### config.mk
export PLATFORM = sky130hd
export DESIGN_NAME = llc_dir_ctrl
export DESIGN_NICKNAME = d
export VERILOG_FILES = /design/src/rtl/llc_dir_pkg.sv /design/src/rtl/llc_dir_store.sv /design/src/rtl/llc_dir_plru.sv /design/src/rtl/llc_dir_ctrl.sv
export SDC_FILE = /design/constraint.sdc
export NUM_CORES = 1
export LEC_CHECK = 0
export BUFFER_PORTS_ARGS = -buffer_cell sky130_fd_sc_hd__buf_2
export CAP_MARGIN = 20
export CELL_PAD_IN_SITES_DETAIL_PLACEMENT = 2
export CELL_PAD_IN_SITES_GLOBAL_PLACEMENT = 2
export CORE_UTILIZATION = 43
export CTS_CLUSTER_DIAMETER = 60
export DETAILED_ROUTE_END_ITERATION = 8
export PLACE_DENSITY = 0.9
export SETUP_SLACK_MARGIN = 0.5
export SYNTH_ARGS = -nofsm -noshare
export SYNTH_HDL_FRONTEND = slang
export SYNTH_SLANG_ARGS = --single-unit
### constraint.sdc
create_clock -name clk -period 4.7 [get_ports clk]
set_clock_uncertainty 0.15 [all_clocks]
set_input_delay 0.47 -clock clk [delete_from_list [all_inputs] [get_ports clk]]
set_output_delay 0.47 -clock clk [all_outputs]
set_load 0.05 [all_outputs]
### src/rtl/llc_dir_pkg.sv
package llc_dir_pkg;
  typedef enum logic [2:0] {
    ST_I = 3'd0,
    ST_S = 3'd1,
    ST_E = 3'd2,
    ST_F = 3'd3,
    ST_M = 3'd4
  } mesif_e;

  typedef enum logic [1:0] {
    OP_RD  = 2'd0,
    OP_RFO = 2'd1,
    OP_WB  = 2'd2
  } req_op_e;

  typedef enum logic {
    SK_INV = 1'b0,
    SK_FWD = 1'b1
  } snp_kind_e;

  typedef enum logic [2:0] {
    FS_IDLE,
    FS_LOOK,
    FS_SNP,
    FS_WB,
    FS_FILL,
    FS_DONE
  } fsm_e;
endpackage

### src/rtl/llc_dir_store.sv
// One wide record per set, written whole, read synchronously.
module llc_dir_store #(
  parameter int W     = 8,
  parameter int DEPTH = 4,
  localparam int AW   = (DEPTH > 1) ? $clog2(DEPTH) : 1
) (
  input  logic          clk,
  input  logic          we,
  input  logic [AW-1:0] waddr,
  input  logic [W-1:0]  wdata,
  input  logic [AW-1:0] raddr,
  output logic [W-1:0]  rdata
);
  logic [W-1:0] mem [DEPTH];

  always_ff @(posedge clk) begin
    if (we) mem[waddr] <= wdata;
    rdata <= mem[raddr];
  end
endmodule

### src/rtl/llc_dir_plru.sv
// Tree pseudo-LRU: each node bit points toward the next victim half.
module llc_dir_plru #(
  parameter int WAYS = 2,
  localparam int LW  = $clog2(WAYS),
  localparam int PW  = WAYS - 1
) (
  input  logic [PW-1:0]   bits,
  input  logic [WAYS-1:0] valid,
  input  logic [LW-1:0]   touch,
  output logic [LW-1:0]   victim,
  output logic [PW-1:0]   bits_next
);
  always_comb begin
    int   node;
    logic found;
    node = 1;
    for (int l = 0; l < LW; l++) node = 2 * node + int'(bits[node-1]);
    victim = LW'(node - WAYS);
    found  = 1'b0;
    for (int w = 0; w < WAYS; w++) begin
      if (!found && !valid[w]) begin
        victim = LW'(w);
        found  = 1'b1;
      end
    end
    bits_next = bits;
    node      = 1;
    for (int l = 0; l < LW; l++) begin
      bits_next[node-1] = ~touch[LW-1-l];
      node = 2 * node + int'(touch[LW-1-l]);
    end
  end
endmodule

### src/rtl/llc_dir_ctrl.sv
module llc_dir_ctrl
  import llc_dir_pkg::*;
#(
  parameter int NCORES = 4,
  parameter int SETS   = 4,
  parameter int WAYS   = 2,
  parameter int ADDR_W = 8,
  localparam int CID_W = $clog2(NCORES),
  localparam int IDX_W = $clog2(SETS),
  localparam int TAG_W = ADDR_W - IDX_W,
  localparam int LW    = $clog2(WAYS),
  localparam int PW    = WAYS - 1
) (
  input  logic              clk,
  input  logic              rst,
  input  logic              req_valid,
  output logic              req_ready,
  input  logic [1:0]        req_op,
  input  logic [CID_W-1:0]  req_core,
  input  logic [ADDR_W-1:0] req_addr,
  output logic              rsp_valid,
  output logic [CID_W-1:0]  rsp_core,
  output logic [2:0]        rsp_state,
  output logic              snp_valid,
  output logic              snp_kind,
  output logic [NCORES-1:0] snp_mask,
  output logic [ADDR_W-1:0] snp_addr,
  input  logic              snp_ack,
  output logic              mem_valid,
  output logic              mem_write,
  output logic [ADDR_W-1:0] mem_addr,
  input  logic              mem_done
);
  typedef struct packed {
    logic [TAG_W-1:0]  tag;
    mesif_e            st;
    logic [NCORES-1:0] pres;
    logic [CID_W-1:0]  fwd;
    logic              dirty;
  } line_t;

  typedef struct packed {
    line_t [WAYS-1:0] way;
    logic  [PW-1:0]   plru;
  } set_t;

  localparam int SET_W = $bits(set_t);

  fsm_e                   st;
  req_op_e                q_op;
  logic [CID_W-1:0]       q_core;
  logic [ADDR_W-1:0]      q_addr;
  logic [SETS-1:0][WAYS-1:0] vld;
  set_t                   rd_set, wr_set;
  logic                   st_we;

  // plan registers captured in the lookup cycle
  logic [NCORES-1:0] p_mask;
  snp_kind_e         p_kind;
  logic [ADDR_W-1:0] p_snaddr, p_wbaddr;
  logic              p_wb, p_fill, p_upd;
  logic [LW-1:0]     p_way;
  line_t             p_line;
  mesif_e            p_rsp;
  logic [PW-1:0]     p_plru;

  logic [IDX_W-1:0]  idx, rd_idx;
  logic [TAG_W-1:0]  tag;
  logic              hit;
  logic [LW-1:0]     hw, victim, way;
  logic [PW-1:0]     plru_nx;
  line_t             cur, n_line;
  logic [NCORES-1:0] cbit, others, n_mask;
  snp_kind_e         n_kind;
  logic [ADDR_W-1:0] n_snaddr, n_wbaddr;
  logic              n_wb, n_fill, n_upd;
  mesif_e            n_rsp;

  assign idx    = q_addr[IDX_W-1:0];
  assign tag    = q_addr[ADDR_W-1:IDX_W];
  assign rd_idx = (st == FS_IDLE) ? req_addr[IDX_W-1:0] : idx;

  llc_dir_store #(.W(SET_W), .DEPTH(SETS)) u_store (
    .clk(clk), .we(st_we), .waddr(idx), .wdata(wr_set),
    .raddr(rd_idx), .rdata(rd_set)
  );

  always_comb begin
    hit = 1'b0;
    hw  = '0;
    for (int w = 0; w < WAYS; w++) begin
      if (!hit && vld[idx][w] && rd_set.way[w].tag == tag) begin
        hit = 1'b1;
        hw  = LW'(w);
      end
    end
  end

  assign way = hit ? hw : victim;

  llc_dir_plru #(.WAYS(WAYS)) u_plru (
    .bits(rd_set.plru), .valid(vld[idx]), .touch(way),
    .victim(victim), .bits_next(plru_nx)
  );

  assign cur    = rd_set.way[way];
  assign cbit   = NCORES'(1) << q_core;
  assign others = cur.pres & ~cbit;

  // coherence decision for the looked-up line
  always_comb begin
    n_mask = '0; n_kind = SK_INV; n_snaddr = q_addr;
    n_wb = 1'b0; n_wbaddr = q_addr; n_fill = 1'b0;
    n_line = cur; n_rsp = ST_I; n_upd = 1'b1;
    if (!hit) begin
      if (q_op == OP_WB) n_upd = 1'b0;
      else begin
        if (vld[idx][way]) begin
          n_mask   = cur.pres;
          n_snaddr = {cur.tag, idx};
          n_wb     = cur.dirty || cur.st == ST_M;
          n_wbaddr = {cur.tag, idx};
        end
        n_fill       = 1'b1;
        n_line.tag   = tag;
        n_line.st    = (q_op == OP_RFO) ? ST_M : ST_E;
        n_line.pres  = cbit;
        n_line.fwd   = q_core;
        n_line.dirty = 1'b0;
        n_rsp        = n_line.st;
      end
    end else begin
      case (q_op)
        OP_RD: begin
          if (others == '0) begin
            if (!cur.pres[q_core]) begin
              n_line.st = ST_E; n_line.pres = cbit; n_line.fwd = q_core;
            end
            n_rsp = n_line.st;
          end else if (cur.pres[q_core]) begin
            n_rsp = (cur.st == ST_F && cur.fwd == q_core) ? ST_F : ST_S;
          end else begin
            if (cur.st == ST_M || cur.st == ST_E) begin
              n_mask = others; n_kind = SK_FWD;
              if (cur.st == ST_M) begin
                n_wb = 1'b1; n_line.dirty = 1'b0;
              end
            end else if (cur.st == ST_F) begin
              n_mask = NCORES'(1) << cur.fwd; n_kind = SK_FWD;
            end
            n_line.st = ST_F; n_line.fwd = q_core;
            n_line.pres = cur.pres | cbit; n_rsp = ST_F;
          end
        end
        OP_RFO: begin
          n_mask = others;
          if (cur.st == ST_M && others != '0) n_line.dirty = 1'b1;
          n_line.st = ST_M; n_line.pres = cbit; n_line.fwd = q_core;
          n_rsp = ST_M;
        end
        default: begin
          if (cur.pres[q_core]) begin
            n_line.pres = cur.pres & ~cbit;
            if (cur.st == ST_M) n_line.dirty = 1'b1;
            if (n_line.pres == '0) n_line.st = ST_I;
            else if (cur.st == ST_F && cur.fwd == q_core) n_line.st = ST_S;
          end
          n_rsp = ST_I;
        end
      endcase
    end
  end

  always_comb begin
    wr_set = rd_set;
    wr_set.way[p_way] = p_line;
    wr_set.plru = p_plru;
  end
  assign st_we = (st == FS_DONE) && p_upd;

  always_ff @(posedge clk) begin
    if (rst) begin
      st <= FS_IDLE; vld <= '0;
      q_op <= OP_RD; q_core <= '0; q_addr <= '0;
      p_mask <= '0; p_kind <= SK_INV; p_snaddr <= '0; p_wbaddr <= '0;
      p_wb <= 1'b0; p_fill <= 1'b0; p_upd <= 1'b0; p_way <= '0;
      p_line <= '0; p_rsp <= ST_I; p_plru <= '0;
    end else begin
      case (st)
        FS_IDLE: if (req_valid) begin
          q_op <= req_op_e'(req_op); q_core <= req_core; q_addr <= req_addr;
          st <= FS_LOOK;
        end
        FS_LOOK: begin
          p_mask <= n_mask; p_kind <= n_kind; p_snaddr <= n_snaddr;
          p_wb <= n_wb; p_wbaddr <= n_wbaddr; p_fill <= n_fill;
          p_upd <= n_upd; p_way <= way; p_line <= n_line; p_rsp <= n_rsp;
          p_plru <= (q_op == OP_WB) ? rd_set.plru : plru_nx;
          if (n_mask != '0) st <= FS_SNP;
          else if (n_wb)    st <= FS_WB;
          else if (n_fill)  st <= FS_FILL;
          else              st <= FS_DONE;
        end
        FS_SNP: if (snp_ack)
          st <= p_wb ? FS_WB : (p_fill ? FS_FILL : FS_DONE);
        FS_WB: if (mem_done) st <= p_fill ? FS_FILL : FS_DONE;
        FS_FILL: if (mem_done) st <= FS_DONE;
        default: begin
          if (p_upd) vld[idx][p_way] <= 1'b1;
          st <= FS_IDLE;
        end
      endcase
    end
  end

  assign req_ready = (st == FS_IDLE);
  assign rsp_valid = (st == FS_DONE);
  assign rsp_core  = q_core;
  assign rsp_state = p_rsp;
  assign snp_valid = (st == FS_SNP);
  assign snp_kind  = p_kind;
  assign snp_mask  = p_mask;
  assign snp_addr  = p_snaddr;
  assign mem_valid = (st == FS_WB) || (st == FS_FILL);
  assign mem_write = (st == FS_WB);
  assign mem_addr  = (st == FS_WB) ? p_wbaddr : q_addr;

  // request channel closed while anything is outstanding
  p_closed_busy_r9: assert property (@(posedge clk) disable iff (rst)
    (snp_valid || mem_valid) |-> !req_ready);
  // snoop message held until acknowledged
  p_snp_hold_r9: assert property (@(posedge clk) disable iff (rst)
    (snp_valid && !snp_ack) |=> (snp_valid && $stable(snp_mask) &&
                                 $stable(snp_kind) && $stable(snp_addr)));
  // memory access held until completion
  p_mem_hold_r9: assert property (@(posedge clk) disable iff (rst)
    (mem_valid && !mem_done) |=> (mem_valid && $stable(mem_addr) && $stable(mem_write)));
  // a forward snoop names exactly one core
  p_fwd_single_r4: assert property (@(posedge clk) disable iff (rst)
    (snp_valid && snp_kind == SK_FWD) |-> $countones(snp_mask) == 1);
  // responses are single-cycle pulses
  p_rsp_pulse_r10: assert property (@(posedge clk) disable iff (rst)
    rsp_valid |=> !rsp_valid);
  // an owning state is recorded with a single presence flag
  p_owner_alone_r6: assert property (@(posedge clk) disable iff (rst)
    (rsp_valid && p_upd && (p_line.st == ST_M || p_line.st == ST_E))
      |-> $countones(p_line.pres) == 1);
  // the forwarder is one of the flagged cores
  p_fwd_present_r4: assert property (@(posedge clk) disable iff (rst)
    (rsp_valid && p_upd && p_line.st == ST_F) |-> p_line.pres[p_line.fwd]);
endmodule

==> impl_results.md <==
- Status: complete, but fails checks
- Failing checks: design-rule violations
- Switching power: 1.54 mW
- Pre-CTS setup slack: 1.00 ns
- Netlist area before placement: 9680 sq um
- Cell Pwr Density: 467 nW/um^2
- PortBufs: 47
- Hold_buf cts: 0
- Fillers: 2095
- Ratio of final minimum period to clock period: 81.3%
- Peak VDD IR: ~0.4 mV
- Footprint of the multi-input gates: 3650 sq um
- RSZ-0062 raised after global routing: false
- Comb power frac: 16.8%
- Total GRT Usage: 26.6%
- Synth top area share: 40.9%
- Max-slew violation count: 0
- Worst hold slack: 0.0258 ns
- Max-Cap Viols: 0
- Drt first-iter violations: between 400 and 500
- Clk Latency, worst-skew pair: 0.54 ns
- Switch share: 29.6%
- Sequential area share after synthesis: between 60% and 70%
- CTS clk-pin slew, worst paths: 0.07 ns
- Fin crit period: 3.82 ns
- GR Overflow Total: 0
- Clock power share: 37.8%
- Worst setup EP type: register
- Commonest cells post-synth: edfxtp_1, nand2_1, dfxtp_1
- Gpl congestion: 0.898
- Sequential cell area: between 5000 and 6000 sq um
- Hold crit path type: in2reg
- WL per Instance: 26.4 microns
- Hold Fails Final Rpt: 0
- Startpoint types: register
- Top-count cell post-synth: edfxtp_1
- Core Util, Final: 50.8%
- Row count: 54
- Syn nets: between 800 and 900
- Worst Path Arrival: 4.15 ns
- Final WL: roughly 30000 microns
- Fin nets: 849
- Clock Sinks: ~230
- Die Width: 152 microns
- Sequential Power Share: 45.4%
- First-pass GRT wire length: about 47000 microns
- DRC viols: 16
- Number of buffers created by CTS: 26
- Mean Syn Cell Area: around 12 sq um
- Syn-to-layout area delta: 15.1%
- Largest cells by area after synthesis: edfxtp_1, dfxtp_1, mux4_2
- Setup TNS: 0 ns
- Share of layout cells above drive strength 1: 23.4%
- TritonRoute pass-1 iters: 7
- Leakage: 4.04 nW
- Yosys reg bits: 225
- Top FF cell, synth: edfxtp_1
- Rel. slew slack: 31.9%
- Critical Path RT: 5.03 ns
- Diode count: 0
- Routed Antenna Nets: 0
- Post-DP HPWL: 18700 microns
- Die ar.: 23100 sq um
- CP Class: reg2reg
- Ys async rst share: 0%
- Area leader, netlist: edfxtp_1
- Vias: 6807
- Post-route setup slack: 0.881 ns
- Yosys warns: 0
- Longest Clk Path Bufs: 3
- Pin count of the biggest net entering global routing: between 60 and 70
- Post-Syn Instances: a little under 800
- H-Tree Depth: 1
- P_int: 3.67 mW
- IO Count: 48
- Initial antenna violation count: 0
- Cell variety after synth: 62
- Core area: 22000 sq um
- CP Max Fanout: 20
- CTS tree: built
- Total setup buffers inserted after CTS: 0
- EDFF count, synth: 132
- Die Ht: 152 microns
- Fmax: 262 MHz
- Final setup fails: 0
- Drt via density: 6.03
- Clk root buf: clkbuf_16
- Vias in the first global route: 7662
- # resized after CTS: 0
- Worst Tran Pin Value: 1.00 ns
- Initial Util: 44.1%
flip-flops by register name (all words and copies together), names as in the netlist, 3 cells and up:
register,flops
p_line,16
p_wbaddr,8
q_addr,8
rsp_state,3
snp_mask,4
st,3
u_store.mem,132
u_store.rdata,33
vld,8
area by class of cell:
type | count | share of cell area (%)
repair buffers | 69 | 3.77
well taps | 280 | 3.14
clock buffers | 35 | 6.79
inverters | 16 | 0.539
flip-flops and latches | 225 | 52.3
clock inverters | 13 | 0.752
multi-input cells | 491 | 32.7
stage by stage:
| step | area (sq um) | instances | total power, mW |
|---|---|---|---|
| floorplan | 9680 | 783 | 2.94 |
| global placement | 10300 | 1080 | 3.18 |
| detailed placement | 10300 | 1081 | 3.25 |
| CTS | 11100 | 1129 | 5.24 |
| global route | 11100 | 1129 | 5.38 |
| finish | 11100 | 1129 | 5.21 |
path summary, 6_finish.rpt:
| kind | startpoint | to | slack, ns | cells after the start |
|---|---|---|---|---|
| max | q_addr[0]$_SDFFE_PP0P_ | st[2]$_SDFFE_PP0P_ | 0.88 | 11 |
| min | req_core[1] | rsp_core[1]$_SDFFE_PP0P_ | 0.03 | 3 |
| max reg2reg | q_addr[0]$_SDFFE_PP0P_ | st[2]$_SDFFE_PP0P_ | 0.88 | 11 |
| min reg2reg | p_wbaddr[1]$_SDFFE_PP0P_ | p_wbaddr[1]$_SDFFE_PP0P_ | 0.33 | 2 |
critical path: stages (launching register included):
cell	delay (ns)
dfxtp_1	0.41
mux4_2	0.62
a21bo_2	0.26
o31a_4	0.17
or2_1	0.39
buf_4	0.36
nor3_1	0.10
a21oi_1	0.41
o211ai_1	0.23
a21oi_2	0.23
nor4bb_1	0.25
o21a_1	0.17
metal layers:
layer	global-route usage [%]	share of wire (%)	vias to the layer above
met5	0	0	-
met4	11.5	3.8	0
met1	34.2	43	3529
met3	3.82	4.0	86
met2	44.9	49	189
li1	-	-	3003
logic make-up after synthesis:
group           synth area share [%]
compound gates                  10.5
xor+xnor                        1.54
fa+ha+maj                      0.388
buf+inv                         2.70
flops                           60.2
mux                             14.0
simple gates                    10.7
layout by cell type, fill, tap and decap left out, types with 4 or more instances in the layout:
master / synthesis / final
o211ai_1: 18 / 18
nor2b_1: 10 / 7
a211oi_1: 10 / 10
a31oi_1: 6 / 6
and2_1: 4 / 4
nor2_1: 53 / 52
mux2i_4: 2 / 4
nand3_1: 17 / 17
a21oi_1: 67 / 67
clkbuf_16: 0 / 28
inv_1: 15 / 15
nand2b_1: 7 / 7
buf_4: 0 / 21
clkbuf_1: 41 / 4
mux4_2: 36 / 36
o21ai_0: 17 / 17
dfxtp_1: 93 / 93
nand2_1: 105 / 105
nor3_1: 18 / 17
mux2i_1: 16 / 14
clkinv_2: 0 / 6
buf_2: 2 / 47
a22oi_1: 5 / 5
xnor2_1: 11 / 11
edfxtp_1: 132 / 132
mux2_2: 30 / 30
xor2_1: 6 / 6
power groups by stage:
stage / sequential, mW / clock [mW] / combinational [mW]
after floorplan: 2.37 / 0 / 0.573
after global placement: 2.38 / 0 / 0.799
after detailed placement: 2.40 / 0 / 0.849
after CTS: 2.36 / 2.01 / 0.874
after global routing: 2.37 / 2.07 / 0.932
final: 2.37 / 1.97 / 0.874
No activity file was read; power rests on OpenSTA's default activity.
